--- src/rtl/seg_xlate.sv ---
module seg_xlate #(
  parameter int NSEG = 4,
  localparam int SEGW = (NSEG > 1) ? $clog2(NSEG) : 1
) (
  input  logic            clk,
  input  logic            rst_n,
  input  logic            real_mode,
  input  logic [31:0]     gtab_base,
  input  logic [31:0]     ltab_base,
  input  logic            ld_valid,
  output logic            ld_ready,
  input  logic [SEGW-1:0] ld_seg,
  input  logic [15:0]     ld_sel,
  output logic            mem_req,
  output logic [31:0]     mem_addr,
  input  logic            mem_rvalid,
  input  logic [31:0]     mem_rdata,
  input  logic            tr_valid,
  output logic            tr_ready,
  input  logic [SEGW-1:0] tr_seg,
  input  logic [31:0]     tr_off,
  output logic            out_valid,
  output logic [31:0]     out_lin,
  output logic            out_fault
);

  typedef enum logic [1:0] {F_IDLE, F_LO, F_HI} fstate_t;

  fstate_t         fst;
  logic [SEGW-1:0] f_seg;
  logic [31:0]     f_addr;
  logic [31:0]     lo_word;

  logic [15:0] c_sel  [NSEG];
  logic [31:0] c_base [NSEG];
  logic [31:0] c_lim  [NSEG];
  logic [1:0]  c_dpl  [NSEG];
  logic        c_ok   [NSEG];

  logic        ld_go, tr_go;
  logic [19:0] d_lim;
  logic [1:0]  cpl, rpl, eprv;
  logic        fault_c;
  logic [19:0] real_lin;
  logic [31:0] lin_c;

  assign ld_ready = (fst == F_IDLE);
  assign ld_go    = ld_valid && ld_ready;
  assign mem_req  = (fst != F_IDLE);
  assign mem_addr = f_addr + ((fst == F_HI) ? 32'd4 : 32'd0);
  assign tr_ready = !(mem_req && (f_seg == tr_seg));
  assign tr_go    = tr_valid && tr_ready;

  assign d_lim = {mem_rdata[19:16], lo_word[15:0]};

  always_ff @(posedge clk) begin
    if (!rst_n) begin
      fst     <= F_IDLE;
      f_seg   <= '0;
      f_addr  <= '0;
      lo_word <= '0;
      for (int i = 0; i < NSEG; i++) begin
        c_sel[i]  <= '0;
        c_base[i] <= '0;
        c_lim[i]  <= '0;
        c_dpl[i]  <= '0;
        c_ok[i]   <= 1'b0;
      end
    end else begin
      case (fst)
        F_IDLE: if (ld_go) begin
          c_sel[ld_seg] <= ld_sel;
          if (!real_mode) begin
            fst    <= F_LO;
            f_seg  <= ld_seg;
            f_addr <= (ld_sel[2] ? ltab_base : gtab_base) + {16'd0, ld_sel[15:3], 3'b000};
          end
        end
        F_LO: if (mem_rvalid) begin
          lo_word <= mem_rdata;
          fst     <= F_HI;
        end
        F_HI: if (mem_rvalid) begin
          c_base[f_seg] <= {mem_rdata[31:24], mem_rdata[7:0], lo_word[31:16]};
          c_lim[f_seg]  <= mem_rdata[23] ? {d_lim, 12'hFFF} : {12'd0, d_lim};
          c_dpl[f_seg]  <= mem_rdata[14:13];
          c_ok[f_seg]   <= mem_rdata[15];
          fst           <= F_IDLE;
        end
        default: fst <= F_IDLE;
      endcase
    end
  end

  assign cpl  = c_sel[0][1:0];
  assign rpl  = c_sel[tr_seg][1:0];
  assign eprv = (cpl > rpl) ? cpl : rpl;

  assign fault_c  = !real_mode &&
                    (!c_ok[tr_seg] || (tr_off > c_lim[tr_seg]) || (eprv > c_dpl[tr_seg]));
  assign real_lin = {c_sel[tr_seg], 4'h0} + {4'h0, tr_off[15:0]};
  assign lin_c    = real_mode ? {12'd0, real_lin} : (c_base[tr_seg] + tr_off);

  always_ff @(posedge clk) begin
    if (!rst_n) begin
      out_valid <= 1'b0;
      out_fault <= 1'b0;
      out_lin   <= '0;
    end else begin
      out_valid <= tr_go;
      if (tr_go) begin
        out_fault <= fault_c;
        out_lin   <= fault_c ? 32'd0 : lin_c;
      end
    end
  end

endmodule

--- config.mk ---
export PLATFORM = sky130hd
export DESIGN_NAME = seg_xlate
export DESIGN_NICKNAME = d
export VERILOG_FILES = /design/src/rtl/seg_xlate.sv
export SDC_FILE = /design/constraint.sdc
export NUM_CORES = 1
export LEC_CHECK = 0
export BUFFER_PORTS_ARGS = -buffer_cell sky130_fd_sc_hd__buf_2
export CAP_MARGIN = 20
export CORE_ASPECT_RATIO = 0.8
export CORE_MARGIN = 3
export CORE_UTILIZATION = 30
export CTS_CLUSTER_SIZE = 16
export DETAILED_ROUTE_END_ITERATION = 8
export HOLD_SLACK_MARGIN = 0.1
export PLACE_DENSITY = 0.57
export SYNTH_ARGS = -nofsm -noshare
export SYNTH_HDL_FRONTEND = slang
export SYNTH_SLANG_ARGS = --single-unit
export TNS_END_PERCENT = 10
--- constraint.sdc ---
create_clock -name clk -period 8.9 [get_ports clk]
set_clock_uncertainty 0.1 [all_clocks]
set_input_delay 1.78 -clock clk [delete_from_list [all_inputs] [get_ports clk]]
set_output_delay 1.78 -clock clk [all_outputs]
set_load 0.01 [all_outputs]
==> flow_summary_export.csv <==
group,metric,value,unit
worst_setup_path,worstSetupEndpointType,"register",
die,die-area,0.07931,mm²
timing,setup_viol,0,
power_and_ir_drop,total_power,5.030,mW
flow_run,maxCapViolations,0,
die,row_count,89,
timing,min_period_over_period,0.6668,
synthesis,seq_area_frac_synth,0.5259,
synthesis,synth_nets,2255,
place,dp.cells,3148,
synthesis,ys_seq_elements,434,
global_route,grtUsageTotal,0.1776,
clock_tree,cts_made_buffers,46,
global_route,gr-usage-met2,0.2665,
hold_path,whs_endpoint,"out_lin[25]",
detailed_routing,route.detailed.drc,0,
global_route,grt_pass1_wl,106000,µm
clock_tree,cts_resized,0,
detailed_routing,first_pass_iters,5,
global_route,grt_overflow_total,0,
global_route,antenna_found_initial,6,
synthesis,synth_edf_count,329,
layout,drive_above_1_share,0.2055,
clock_tree,cts_root_buffer,"clkbuf_16",
layout,finalInstanceArea,0.02657,mm²
place,port_buffers,222,
die,die_h,252.5,µm
global_route,grt_util_met3,0.03968,
hold_path,hold_start,"out_lin[25]",
clock_tree,cts.sinks,434,
synthesis,synth_area_leaders,"edfxtp_1 (43%), dfxtp_1 (9.2%), mux4_2 (8.2%)",
global_route,grt-busiest-layer,"met2",
timing,setup_tns,0,ps
place,dpl-instance-area,0.02496,mm²
power_and_ir_drop,cellPowerDensity,189.3,mW/mm²
synthesis,synth.avg_cell_area,11.37,µm²
clock_tree,post_cts_buffers,0,
place,gp_congestion,0.9245,
die,die_w,314.1,µm
timing,finalCriticalPeriod,5934,ps
timing,report.final.slew_viol_count,0,
detailed_routing,viasPerCell,5.170,
worst_setup_path,required,9300,ps
worst_setup_path,critPathKind,"primary input to register",
layout,area_growth,16.61,%
clock_tree,cts-hold-fix-buffers,0,
status,outcome,"completed",
layout,final_cell_mix,"edfxtp_1 (329), buf_2 (220), and2_1 (206)",
synthesis,synth-main-ff-cell,"edfxtp_1",
timing,worst_pin_slew,1042,ps
die,io_pins,223,
detailed_routing,vias,16760,
synthesis,synthArstFlopShare,0,
worst_setup_path,cp_max_fo,60,
synthesis,netlist_area,0.02278,mm²
detailed_routing,totalWireLength,71780,µm
die,core_area,0.07450,mm²
detailed_routing,drt.antenna.violating_nets,0,
layout,final_common_cell,"edfxtp_1",
detailed_routing,wl_per_cell,22.14,µm
timing,timing.fmax,168.5,MHz
synthesis,yosysTopAreaCell,"edfxtp_1",
clock_tree,clock_latency,610,ps
clock_tree,cts.clk_slew.worst_paths,60,ps
clock_tree,cts_tree,"done",
timing,max_slew_margin,0.3056,
timing,rsz0062_at_grt,"false",
detailed_routing,dr.first_iter.drc_count,1764,
clock_tree,cts_max_path_buffers,3,
place,dpl.hpwl,50260,µm
clock_tree,h-tree-depth,2,
worst_setup_path,r2r-end,"out_lin[15]",
power_and_ir_drop,ir_drop,0.0001316,V
synthesis,synthCells,2003,
worst_setup_path,r2r_slack,4620,ps
die,initial_core_util,0.3058,
worst_setup_path,start_kind,"primary input",
synthesis,yosysWarnings,0,
global_route,first_global_vias,16450,
timing,hold_viol,0,
synthesis,synth_cell_types,79,
synthesis,yosysTopAreaCellShare,0.4336,
worst_setup_path,reg2reg_from,"c_lim[0][31]",
power_and_ir_drop,leakagePower,10.43,nW
global_route,met1_usage,0.2588,
hold_path,min_path_cells,2,
worst_setup_path,worstPathArrival,6330,ps
global_route,grt_max_degree,61,
layout,instances_no_fill,3242,
hold_path,worst_hold_path_type,"register to register",
worst_setup_path,rr_worst_depth,10,
layout,nets,2448,
==> worst max path at each step <==
stage,start,end,slack (ps)
6_report,tr_seg[1],out_lin[15],2970
5_1_grt,tr_seg[0],out_lin[15],2640
4_1_cts,tr_seg[0],out_lin[15],3060
3_5_place_dp,tr_seg[0],out_lin[15],2440
3_3_place_gp,tr_seg[0],out_lin[15],2550
2_1_floorplan,tr_seg[0],out_lin[19],2920
==> cell type report <==
class / instances / area, µm²
fillers: 7342 / 47930
flip-flops and latches: 434 / 11980
multi-input cells: 1400 / 10180
repair buffers: 247 / 1320
clock buffers: 61 / 1267
well taps: 1001 / 1252
clock inverters: 25 / 297.8
inverters: 67 / 251.5
diodes: 7 / 17.52
==> critical path: stages <==
cell and delay [ps]:
buf_4 700, buf_4 520, mux4_2 420, inv_1 110, ha_1 240, o22ai_1 200, mux2i_1 380, ha_1 210
nor2b_1 40, o21ai_0 160, nand2_1 90, o31ai_1 440, nand2_1 520, o31ai_1 370
==> registers in the layout, summed over array words and instances (netlist names) <==
register,count
out_fault,1
out_valid,1
lo_word,32
out_lin,32
c_sel,64
f_seg,2
c_base,128
c_ok,4
f_addr,32
fst,2
c_dpl,8
c_lim,128
==> routing by layer <==
layer,share of wire,wire length (µm)
met1,0.46,32790
met2,0.44,31490
met3,0.086,6186
met4,0.018,1306
met5,0.00018,13
==> stage by stage <==
| step | utilization | hold slack (ps) | setup slack, ps |
|---|---|---|---|
| floorplan | - | 330.8 | 2916 |
| detailed placement | 0.3351 | 343.1 | 2437 |
| finish | 0.3566 | 352.3 | 2966 |
| CTS | 0.3561 | 356.4 | 3062 |
| global route | 0.3565 | 375.7 | 2636 |
| global placement | 0.3351 | 336.8 | 2554 |
==> where the power goes <==
group,switching [mW],internal [mW],leakage [nW],total (mW)
Combinational,0.448,0.282,5.40,0.731
Clock,0.846,1.16,0.768,2.00
Sequential,0.0415,2.26,4.25,2.30
Total,1.34,3.69,10.4,5.03
==> synth_stat cells, types with 45 or more instances <==
cell type,instances
nand3_1,50
inv_1,65
a21oi_1,105
o21ai_0,66
ha_1,95
clkbuf_1,83
mux4_2,83
dfxtp_1,105
nor2_1,205
edfxtp_1,329
and2_1,206
nand2_1,198
xnor2_1,45
==> cell families after synthesis <==
kind of cell	after synthesis	synth area share
XOR/XNOR	71	0.02729
multiplexers	130	0.1039
buffers and inverters	169	0.02922
AO/OA/AOI/OAI	319	0.08902
flip-flops	434	0.5259
adder cells (fa/ha/maj)	98	0.05481
AND/OR/NAND/NOR	782	0.1699
Power figures use the tool's default switching activity.
